===== config.mk =====
export PLATFORM = sky130hd
export DESIGN_NAME = aes_shared_core
export DESIGN_NICKNAME = d
export VERILOG_FILES = /design/src/rtl/aes_core_pkg.sv /design/src/rtl/aes_core_sbox.sv /design/src/rtl/aes_core_ctrl.sv /design/src/rtl/aes_core_dpath.sv /design/src/rtl/aes_shared_core.sv
export SDC_FILE = /design/constraint.sdc
export NUM_CORES = 2
export LEC_CHECK = 0
export ABC_AREA = 0
export BUFFER_PORTS_ARGS = -buffer_cell sky130_fd_sc_hd__buf_2
export CAP_MARGIN = 10
export CELL_PAD_IN_SITES_DETAIL_PLACEMENT = 1
export CELL_PAD_IN_SITES_GLOBAL_PLACEMENT = 2
export CORE_MARGIN = 2
export CORE_UTILIZATION = 44
export DETAILED_ROUTE_END_ITERATION = 8
export PLACE_DENSITY = 0.94
export SLEW_MARGIN = 40
export SYNTH_ARGS = -nofsm -noshare
export SYNTH_HDL_FRONTEND = slang
export SYNTH_HIERARCHICAL = 1
export SYNTH_SLANG_ARGS = --single-unit
export TNS_END_PERCENT = 10

===== constraint.sdc =====
create_clock -name clk -period 44.8 [get_ports clk]
set_input_delay 0 -clock clk [delete_from_list [all_inputs] [get_ports clk]]
set_output_delay 0 -clock clk [all_outputs]
set_load 0.005 [all_outputs]

===== src/rtl/aes_core_pkg.sv =====
package aes_core_pkg;
  localparam int BLK_W = 128;
  localparam int NB = BLK_W / 8;
  localparam int NCOL = NB / 4;
  localparam int ROUNDS = 10;
  localparam int CNT_W = $clog2(ROUNDS + 2);
  localparam logic [3:0] SUB_LAMBDA = 4'hC;  // y^2 = y + lambda over GF(16), x^4+x+1

  typedef enum logic [1:0] {PH_IDLE, PH_EXPAND, PH_CIPHER} phase_t;

  typedef struct packed {
    logic             captureKey;
    logic             beginBlock;
    logic             expandStep;
    logic             cipherStep;
    logic             lastStep;
    logic             decrypt;
    logic [CNT_W-1:0] rnd;
  } ctlStrobes_t;

  function automatic logic [3:0] gf16Mul(logic [3:0] a, logic [3:0] b);
    logic [3:0] acc, sh;
    acc = '0; sh = a;
    for (int i = 0; i < 4; i++) begin
      if (b[i]) acc = acc ^ sh;
      sh = {sh[2:0], 1'b0} ^ (sh[3] ? 4'b0011 : 4'b0000);
    end
    return acc;
  endfunction

  function automatic logic [3:0] gf16Inv(logic [3:0] a);
    logic [3:0] a2, a4, a8;
    a2 = gf16Mul(a, a); a4 = gf16Mul(a2, a2); a8 = gf16Mul(a4, a4);
    return gf16Mul(gf16Mul(a8, a4), a2);
  endfunction

  // composite element: {hi, lo} = hi*y + lo
  function automatic logic [7:0] cfMul(logic [7:0] a, logic [7:0] b);
    logic [3:0] hh;
    hh = gf16Mul(a[7:4], b[7:4]);
    return {hh ^ gf16Mul(a[7:4], b[3:0]) ^ gf16Mul(a[3:0], b[7:4]),
            gf16Mul(hh, SUB_LAMBDA) ^ gf16Mul(a[3:0], b[3:0])};
  endfunction

  function automatic logic [7:0] cfInv(logic [7:0] a);
    logic [3:0] h, l, d, di;
    h = a[7:4]; l = a[3:0];
    d = gf16Mul(gf16Mul(h, h), SUB_LAMBDA) ^ gf16Mul(h, l) ^ gf16Mul(l, l);
    di = gf16Inv(d);
    return {gf16Mul(h, di), gf16Mul(h ^ l, di)};
  endfunction

  function automatic logic [7:0] applyCols(logic [7:0][7:0] cols, logic [7:0] v);
    logic [7:0] acc;
    acc = '0;
    for (int i = 0; i < 8; i++) if (v[i]) acc = acc ^ cols[i];
    return acc;
  endfunction

  // columns of the isomorphism: bit i of a byte maps to root^i, root solving x^8+x^4+x^3+x+1
  function automatic logic [7:0][7:0] buildToComp();
    logic [7:0][7:0] cols;
    logic [7:0] r, r2, r4, root;
    logic found;
    root = 8'h02; found = 1'b0;
    for (int i = 2; i < 256; i++) begin
      r = 8'(i);
      r2 = cfMul(r, r); r4 = cfMul(r2, r2);
      if (!found && ((cfMul(r4, r4) ^ r4 ^ cfMul(r2, r) ^ r ^ 8'h01) == 8'h00)) begin
        root = r; found = 1'b1;
      end
    end
    cols[0] = 8'h01;
    for (int i = 1; i < 8; i++) cols[i] = cfMul(cols[i-1], root);
    return cols;
  endfunction

  localparam logic [7:0][7:0] TO_COMP = buildToComp();

  function automatic logic [7:0][7:0] buildFromComp();
    logic [7:0][7:0] cols;
    logic [7:0] m;
    cols = '0;
    for (int i = 0; i < 256; i++) begin
      m = applyCols(TO_COMP, 8'(i));
      for (int j = 0; j < 8; j++) if (m == (8'h01 << j)) cols[j] = 8'(i);
    end
    return cols;
  endfunction

  localparam logic [7:0][7:0] FROM_COMP = buildFromComp();

  function automatic logic [7:0] xtime(logic [7:0] b);
    return {b[6:0], 1'b0} ^ (b[7] ? 8'h1b : 8'h00);
  endfunction

  function automatic logic [7:0] rotl8(logic [7:0] b, int k);
    logic [15:0] d;
    d = {b, b};
    return d[15-k -: 8];
  endfunction

  function automatic logic [7:0] fwdAffine(logic [7:0] b);
    return b ^ rotl8(b, 1) ^ rotl8(b, 2) ^ rotl8(b, 3) ^ rotl8(b, 4) ^ 8'h63;
  endfunction

  function automatic logic [7:0] invAffine(logic [7:0] b);
    return rotl8(b, 1) ^ rotl8(b, 3) ^ rotl8(b, 6) ^ 8'h05;
  endfunction

  function automatic logic [7:0] rconOf(logic [CNT_W-1:0] n);
    logic [7:0] r;
    r = 8'h01;
    for (int i = 1; i < ROUNDS; i++) if (i < int'(n)) r = xtime(r);
    return r;
  endfunction

  function automatic logic [BLK_W-1:0] shiftRows(logic [BLK_W-1:0] s, logic inv);
    logic [BLK_W-1:0] o;
    int src;
    for (int c = 0; c < NCOL; c++)
      for (int r = 0; r < 4; r++) begin
        src = inv ? ((c - r + NCOL) % NCOL) : ((c + r) % NCOL);
        o[8*(NB-1-(4*c+r)) +: 8] = s[8*(NB-1-(4*src+r)) +: 8];
      end
    return o;
  endfunction

  function automatic logic [31:0] mixCol(logic [31:0] col, logic inv);
    logic [3:0][7:0] a, x2, x4, x8, o;
    for (int k = 0; k < 4; k++) begin
      a[k] = col[31-8*k -: 8];
      x2[k] = xtime(a[k]); x4[k] = xtime(x2[k]); x8[k] = xtime(x4[k]);
    end
    for (int k = 0; k < 4; k++) begin
      if (inv)
        o[k] = (x8[k] ^ x4[k] ^ x2[k]) ^ (x8[(k+1)%4] ^ x2[(k+1)%4] ^ a[(k+1)%4]) ^
               (x8[(k+2)%4] ^ x4[(k+2)%4] ^ a[(k+2)%4]) ^ (x8[(k+3)%4] ^ a[(k+3)%4]);
      else
        o[k] = x2[k] ^ x2[(k+1)%4] ^ a[(k+1)%4] ^ a[(k+2)%4] ^ a[(k+3)%4];
    end
    return {o[0], o[1], o[2], o[3]};
  endfunction

  function automatic logic [BLK_W-1:0] mixState(logic [BLK_W-1:0] s, logic inv);
    logic [BLK_W-1:0] o;
    for (int c = 0; c < NCOL; c++) o[BLK_W-1-32*c -: 32] = mixCol(s[BLK_W-1-32*c -: 32], inv);
    return o;
  endfunction
endpackage


===== src/rtl/aes_core_sbox.sv =====
module aes_core_sbox
  import aes_core_pkg::*;
(
  input  logic       inverse,
  input  logic [7:0] byteIn,
  output logic [7:0] byteOut
);
  logic [7:0] preAff, fieldInv;

  always_comb begin
    preAff   = inverse ? invAffine(byteIn) : byteIn;
    fieldInv = applyCols(FROM_COMP, cfInv(applyCols(TO_COMP, preAff)));
    byteOut  = inverse ? fieldInv : fwdAffine(fieldInv);
  end
endmodule


===== src/rtl/aes_core_ctrl.sv =====
module aes_core_ctrl
  import aes_core_pkg::*;
(
  input  logic        clk,
  input  logic        rstN,
  input  logic        keyLoad,
  input  logic        start,
  input  logic        mode,
  output ctlStrobes_t ctl,
  output logic        busy,
  output logic        done
);
  phase_t           phase;
  logic [CNT_W-1:0] rnd;
  logic             modeReg, doneReg;
  logic             idle, atLast;

  assign idle   = (phase == PH_IDLE);
  assign atLast = (rnd == CNT_W'(ROUNDS));

  always_ff @(posedge clk or negedge rstN) begin
    if (!rstN) begin
      phase   <= PH_IDLE;
      rnd     <= '0;
      modeReg <= 1'b0;
      doneReg <= 1'b0;
    end else begin
      doneReg <= 1'b0;
      unique case (phase)
        PH_IDLE: begin
          if (keyLoad) begin
            phase <= PH_EXPAND;
            rnd   <= CNT_W'(1);
          end else if (start) begin
            phase   <= PH_CIPHER;
            rnd     <= CNT_W'(1);
            modeReg <= mode;
          end
        end
        PH_EXPAND: begin
          if (atLast) phase <= PH_IDLE;
          else rnd <= rnd + 1'b1;
        end
        PH_CIPHER: begin
          if (atLast) begin
            phase   <= PH_IDLE;
            doneReg <= 1'b1;
          end else rnd <= rnd + 1'b1;
        end
        default: phase <= PH_IDLE;
      endcase
    end
  end

  always_comb begin
    ctl.captureKey = idle & keyLoad;
    ctl.beginBlock = idle & start & ~keyLoad;
    ctl.expandStep = (phase == PH_EXPAND);
    ctl.cipherStep = (phase == PH_CIPHER);
    ctl.lastStep   = atLast;
    ctl.decrypt    = (phase == PH_CIPHER) ? modeReg : mode;
    ctl.rnd        = rnd;
  end

  assign busy = ~idle;
  assign done = doneReg;
endmodule


===== src/rtl/aes_core_dpath.sv =====
module aes_core_dpath
  import aes_core_pkg::*;
(
  input  logic             clk,
  input  logic             rstN,
  input  ctlStrobes_t      ctl,
  input  logic [BLK_W-1:0] keyIn,
  input  logic [BLK_W-1:0] dataIn,
  output logic [BLK_W-1:0] dataOut
);
  localparam logic [CNT_W-1:0] RND_TOP = CNT_W'(ROUNDS + 1);

  logic [BLK_W-1:0] key0Reg, lastKeyReg, workKey, stateReg;
  logic [BLK_W-1:0] stepKey, startKey, shifted, subState, decAdd, roundOut;
  logic [31:0]      w0, w1, w2, w3, subIn, rotWord, subWord, keyMix;
  logic [31:0]      n0, n1, n2;
  logic             backStep;

  // key schedule step, forward or backward
  assign backStep = ctl.cipherStep & ctl.decrypt;
  assign {w0, w1, w2, w3} = workKey;
  assign subIn   = backStep ? (w3 ^ w2) : w3;
  assign rotWord = {subIn[23:0], subIn[31:24]};

  for (genvar i = 0; i < 4; i++) begin : g_keySbox
    aes_core_sbox u_kbox (.inverse(1'b0), .byteIn(rotWord[31-8*i -: 8]),
                          .byteOut(subWord[31-8*i -: 8]));
  end

  always_comb begin
    keyMix = subWord ^ {rconOf(backStep ? (RND_TOP - ctl.rnd) : ctl.rnd), 24'h0};
    n0 = w0 ^ keyMix;
    n1 = n0 ^ w1;
    n2 = n1 ^ w2;
    stepKey = backStep ? {w0 ^ keyMix, w1 ^ w0, w2 ^ w1, w3 ^ w2} : {n0, n1, n2, n2 ^ w3};
  end

  // shared round unit
  assign shifted = shiftRows(stateReg, ctl.decrypt);

  for (genvar i = 0; i < NB; i++) begin : g_dataSbox
    aes_core_sbox u_dbox (.inverse(ctl.decrypt), .byteIn(shifted[8*i +: 8]),
                          .byteOut(subState[8*i +: 8]));
  end

  always_comb begin
    decAdd = subState ^ stepKey;
    if (ctl.decrypt) roundOut = ctl.lastStep ? decAdd : mixState(decAdd, 1'b1);
    else roundOut = (ctl.lastStep ? subState : mixState(subState, 1'b0)) ^ stepKey;
    startKey = ctl.decrypt ? lastKeyReg : key0Reg;
  end

  always_ff @(posedge clk or negedge rstN) begin
    if (!rstN) begin
      key0Reg    <= '0;
      lastKeyReg <= '0;
      workKey    <= '0;
      stateReg   <= '0;
    end else begin
      if (ctl.captureKey) begin
        key0Reg <= keyIn;
        workKey <= keyIn;
      end else if (ctl.beginBlock) begin
        workKey  <= startKey;
        stateReg <= dataIn ^ startKey;
      end else if (ctl.expandStep) begin
        workKey <= stepKey;
        if (ctl.lastStep) lastKeyReg <= stepKey;
      end else if (ctl.cipherStep) begin
        workKey  <= stepKey;
        stateReg <= roundOut;
      end
    end
  end

  assign dataOut = stateReg;
endmodule


===== src/rtl/aes_shared_core.sv =====
module aes_shared_core
  import aes_core_pkg::*;
(
  input  logic             clk,
  input  logic             rstN,
  input  logic             keyLoad,
  input  logic [BLK_W-1:0] keyIn,
  input  logic             start,
  input  logic             mode,
  input  logic [BLK_W-1:0] dataIn,
  output logic [BLK_W-1:0] dataOut,
  output logic             done,
  output logic             busy
);
  ctlStrobes_t ctl;

  aes_core_ctrl u_ctrl (
    .clk(clk), .rstN(rstN), .keyLoad(keyLoad), .start(start), .mode(mode),
    .ctl(ctl), .busy(busy), .done(done)
  );

  aes_core_dpath u_dpath (
    .clk(clk), .rstN(rstN), .ctl(ctl), .keyIn(keyIn), .dataIn(dataIn), .dataOut(dataOut)
  );
endmodule


; ---- Word-level counts from Yosys, hierarchy flattened
; Cells that the tools add are included.
[word_totals]
regBits = 520
in_bits = 261
output_inout_bits = 130
word_cells = 3825
[op_classes]
n_addsub = 18
magnitude_cmp = 9
eq_ne = 7
shift = 8
muxes = 1818
bitwise = 1947
reduce_logical = 10
[op_table]
columns = operator, n
row1 = two-way mux 4 bit, 804
row2 = bitwise XOR 8 bit, 391
row3 = bitwise XOR 4 bit, 680
row4 = bitwise XOR 4 x 2 -> 4 bit, 540
row5 = two-way mux 128 bit, 11
row6 = two-way mux 8 bit, 156
row7 = two-way mux 2 bit, 568
row8 = variable part select 128 x 32 -> 8 bit, 8
row9 = two-way mux 7 bit, 80
row10 = two-way mux 6 bit, 80
row11 = inverter 4 bit, 100
row12 = bitwise XOR 128 bit, 3
row13 = two-way mux 5 bit, 72
row14 = bitwise XOR 32 bit, 8
row15 = "subtractor 5 x 29 -> 29 bit, first input constant", 8
row16 = inverter 2 bit, 96
row17 = inverter 3 bit, 40
row18 = inverter 6 bit, 20
row19 = inverter 4 -> 5 bit, 20
row20 = inverter 5 bit, 20
row21 = two-way mux 96 bit, 1
row22 = "adder 29 x 2 -> 29 bit, second input constant", 3
row23 = "inverter 4 bit, first input constant", 20
row24 = "adder 29 x 3 -> 29 bit, second input constant", 2
row25 = 28 further kinds, 86

; ---- Depth between registers and ports, before layout
[depth]
word_depth = 125
depth_mapped = 64
mapped_depth_nobuf = 52

; ---- By module
; The synthesis kept the hierarchy.
[modules_own_cells]
columns = mod, n_inst, cells_each, area_each_um2, seq_area_each_um2
row1 = aes_core_sbox, 20, 445, 3677.3, 0.0
row2 = aes_core_dpath, 1, 5211, 47239.1, 12812.3
row3 = aes_core_ctrl, 1, 54, 535.5, 200.2

; ---- Worst setup path before layout
; OpenSTA, ideal clock, no wires.
[synth_path]
path_kind = register to register
startpoint = register u_ctrl.phase[0]
endpoint = register u_dpath.stateReg[59] (netlist: u_dpath/dataOut[59])
setup_time_ps = 121
arrival_ps = 14757
required_time_ps = 44679
slack_ps = 29923
stages_incl_launch_ff = 57
path_buffers = 12
synth_period_minus_slack_ps = 14877
cell_sequence = dfrtp_1 > inv_1 > ha_1 > mux2_2 > buf_4 > buf_4 > clkbuf_1 > clkbuf_1 > buf_1 > clkbuf_1 > buf_1 > mux2_2 > buf_4 > xor3_1 > mux2i_1 > xnor2_2 > xnor2_1 > ha_1 > (+21 left out) > a2111oi_4 > xnor2_1 > nand2_1 > xnor3_1 > xnor3_1 > xnor3_1 > nor2_1 > xnor2_1 > xor3_1 > xor2_1 > xnor2_1 > xnor2_1 > xnor2_1 > xnor2_1 > xnor3_1 > xnor2_1 > o22ai_1 > a22o_1
[synth_lines]
columns = element, line_no
row1 = "start, declared", aes_core_ctrl.sv:13  ; phase_t phase;
row2 = "start signal, assigned", aes_core_ctrl.sv:23  ; phase <= PH_IDLE;
row3 = "start signal, assigned", aes_core_ctrl.sv:32  ; phase <= PH_EXPAND;
row4 = "start signal, assigned", aes_core_ctrl.sv:35  ; phase <= PH_CIPHER;
row5 = "end signal, assigned", aes_core_dpath.sv:65  ; stateReg <= dataIn ^ startKey;
row6 = "end signal, assigned", aes_core_dpath.sv:71  ; stateReg <= roundOut;
row7 = "end, declared", aes_core_dpath.sv:13  ; logic [BLK_W-1:0] key0Reg, lastKeyReg, workKey, stateReg;

==> flow_metrics.py <==
metrics = {
    "run_status": {
        "run_status": "finished, final reports clean",
    },
    "clock_network": {
        "ctsHtreeMaxLevel": 2,
        "postCtsSetupRepairBufs": 0,
        "cts.sinks": 520,
        "clkTransAtPathRegs_ns": 0.07,
        "clock_path_buffers": 3,
        "cts-root-buf": "clkbuf_16",
        "cts_tree": "done",
        "insertion_delay_ns": 0.75,
        "cts_inserted_buffers": 60,
    },
    "critical_path": {
        "slowest_stage": "nor4b_1",
        "cpMostUsedCell": "xnor2_1",
        "reg2reg_from": "u_ctrl/phase[0]$_DFFE_PN0P_",
        "crit_arrival_ns": 18.26,
        "cp-end-kind": "flop",
        "cp-start-kind": "flop",
        "ff2ff_setup_slack_ns": 27.17,
        "crit_fanout": 72,
        "rr_worst_depth": 50,
        "crit_path_max_incr_delay_ns": 0.85,
        "cp.required_ns": 45.43,
        "path_class": "reg2reg",
        "worstReg2RegEnd": "u_dpath/dataOut[51]$_DFFE_PN0P_",
    },
    "logic_synthesis": {
        "yosys-top-cells-area": "xnor2_1 (17%), dfrtp_1 (11%), xnor3_1 (6.3%), xor2_1 (6.2%), mux2i_1 (5.0%)",
        "synth_warnings": 6,
        "yosysMostFrequentCell": "xnor2_1",
        "avgSynthCellArea_um2": 8.565,
        "async_reset_ff_share_pct": 100.0,
        "ys_types": 125,
        "yosys.area.top_type_share_pct": 17.47,
        "synthTopCellsByCount": "xnor2_1 (2420), nand2_1 (1270), nor2_1 (1117), xor2_1 (860), mux2i_1 (601)",
        "syn_area_um2": 121300,
        "synth_top_area_cell": "xnor2_1",
        "ys_seq_elements": 520,
        "ys_seq_area_share_pct": 10.73,
        "syn_inst": 14170,
        "synth_edf_count": 0,
        "synth_flop_cell": "dfrtp_1",
    },
    "hold_path": {
        "min_path_cells": 4,
        "hold_end": "u_dpath/dataOut[108]$_DFFE_PN0P_",
        "hp-start": "dataIn[108]",
        "hold_class": "in2reg",
    },
    "die": {
        "coreArea_um2": 273900,
        "boundaryPins": 391,
        "dieHeight_um": 529.1,
        "start_util_pct": 44.30,
        "placement_rows": 192,
        "die_w_um": 529.1,
        "die_area_um2": 279900,
    },
    "timing": {
        "min_period_over_period_pct": 39.35,
        "setup_viol": 0,
        "max_freq_mhz": 56.73,
        "rsz0062_at_grt": "no",
        "post-route-min-period_ns": 17.63,
        "final_max_slew_viol_count": 0,
        "max_slew.worst_pin.slew_ns": 1.023,
        "finClkSkew_ns": 0.05259,
        "max_slew_margin_pct": 31.36,
        "setup_tns_ns": 0,
        "hold_viol": 0,
    },
    "route": {
        "routedWlPerCell_um": 28.56,
        "initialDrtViolationCount": 10840,
        "route.met3.wl_mm": 46.89,
        "top_layer": "met5",
        "drt_wl_total_mm": 510.5,
        "firstDrtPassIters": 6,
        "drc": 0,
        "wl_met2_mm": 218.4,
        "route.vias.total": 112200,
        "met1_length_mm": 202.7,
        "ant_nets": 0,
        "vias_per_cell": 6.279,
    },
    "global_routing": {
        "grt_pass1_wl_mm": 747.3,
        "gr-total-overflow": 0,
        "grt_max_degree": 171,
        "grtUsageTotal_pct": 35.15,
        "first_global_vias": 111400,
        "antenna_found_initial": 43,
    },
    "final_layout": {
        "multiInputGateArea_um2": 103500,
        "nets": 14600,
        "final_area_um2": 131100,
        "regArea_um2": 13020,
        "drive_above_1_share_pct": 15.17,
        "area.growth.synth_to_final_pct": 8.071,
        "fillers": 32270,
    },
    "run": {
        "maxCapViolCount": 0,
    },
    "placed_design": {
        "place_area_um2": 126200,
        "dp_hpwl_mm": 399.5,
        "globalplace.congestion": 1.072,
        "io_buffer_count": 390,
    },
}
## sequential cells by signal, indices dropped and copies added (netlist names)
name	flops
u_dpath/lastKeyReg	128
u_dpath/dataOut	128
u_ctrl/done	1
u_ctrl/phase	2
u_ctrl/modeReg	1
u_dpath/key0Reg	128
u_ctrl/rnd	4
u_dpath/workKey	128
## layer usage
| layer | GRT usage, % | vias to the layer above |
|---|---|---|
| li1 | - | 50230 |
| met1 | 44.36 | 56300 |
| met2 | 53.04 | 4499 |
| met3 | 7.937 | 1172 |
| met4 | 24.39 | 22 |
| met5 | 0 | - |
## what timing repair did
item | in CTS | in global routing
hold buffers | 225 | 2
hold endpoints to repair | 593 | 2
resized for setup | 0 | 0
## per-stage QoR
stage / hold WS [ns] / setup slack (ns) / utilization (%) / instances
after floorplan: -0.2956 / 29.92 / - / 14170
after global placement: 0.1608 / 27.84 / 45.74 / 17500
after detailed placement: -0.2207 / 27.64 / 46.10 / 17510
after CTS: 0.005414 / 27.58 / 47.69 / 17840
after global routing: 0.001179 / 26.38 / 47.87 / 17860
final: 0.01274 / 27.17 / 47.88 / 17870
## kinds of logic after synthesis
| family | share of synthesized area (%) |
|---|---|
| mux | 9.989 |
| compound gates | 17.38 |
| other cells | 0.003091 |
| xor+xnor | 38.87 |
| buf+inv | 5.241 |
| fa+ha+maj | 1.320 |
| simple gates | 16.47 |
| flops | 10.73 |
## placed cells by master, fill, tap and decap left out, types with 92 or more instances in the layout
cell type,Yosys,final
a21oi_1,421,420
xnor2_2,237,312
nand3_1,495,494
a31oi_1,245,245
a211oi_1,120,120
mux2i_4,120,121
nor2_1,1117,1107
mux2i_1,601,593
buf_2,193,389
xor2_2,29,92
a221oi_1,173,173
mux2_2,261,260
o211ai_1,162,162
nor2b_1,131,130
xnor3_1,338,338
nand4_1,149,149
o21ai_0,541,540
xor2_1,860,795
nand2_1,1270,1268
dfrtp_1,520,513
or2_2,103,103
xor3_1,175,175
nor3_1,311,310
o22ai_1,172,172
buf_4,200,298
xnor2_1,2420,2334
inv_1,282,281
dlygate4sd3_1,0,227
ha_1,128,128
nand2b_1,135,134
## cell type report
cell class,count,area share (%)
tap,3589,3.425
sequential,520,9.931
inverter,309,0.8942
multi-input combinational,12380,78.91
clock inverter,32,0.3235
clock buffer,78,1.282
antenna,28,0.05344
timing repair buffer,933,5.179
## worst max-delay path by stage
stage / to / start
6_report: u_dpath/dataOut[51]$_DFFE_PN0P_ / u_ctrl/phase[0]$_DFFE_PN0P_
5_1_grt: u_dpath/dataOut[51]$_DFFE_PN0P_ / u_ctrl/phase[0]$_DFFE_PN0P_
3_3_place_gp: u_dpath/dataOut[60]$_DFFE_PN0P_ / u_ctrl/phase[0]$_DFFE_PN0P_
3_5_place_dp: u_dpath/dataOut[28]$_DFFE_PN0P_ / u_ctrl/phase[0]$_DFFE_PN0P_
2_1_floorplan: u_dpath/dataOut[59]$_DFFE_PN0P_ / u_ctrl/phase[0]$_DFFE_PN0P_
4_1_cts: u_dpath/dataOut[28]$_DFFE_PN0P_ / u_ctrl/phase[0]$_DFFE_PN0P_
## worst max-delay path, delay by kind of cell, from the launching register on
family	cells	cell delay, ns
simple gates	10	3.19
xor+xnor	20	7.22
compound gates	6	1.42
flops	1	0.38
mux	5	1.65
fa+ha+maj	4	2.20
buf+inv	5	1.31
Power is not shown: default switching activity piles up to over one toggle a cycle in this logic, so the estimate is an artifact.
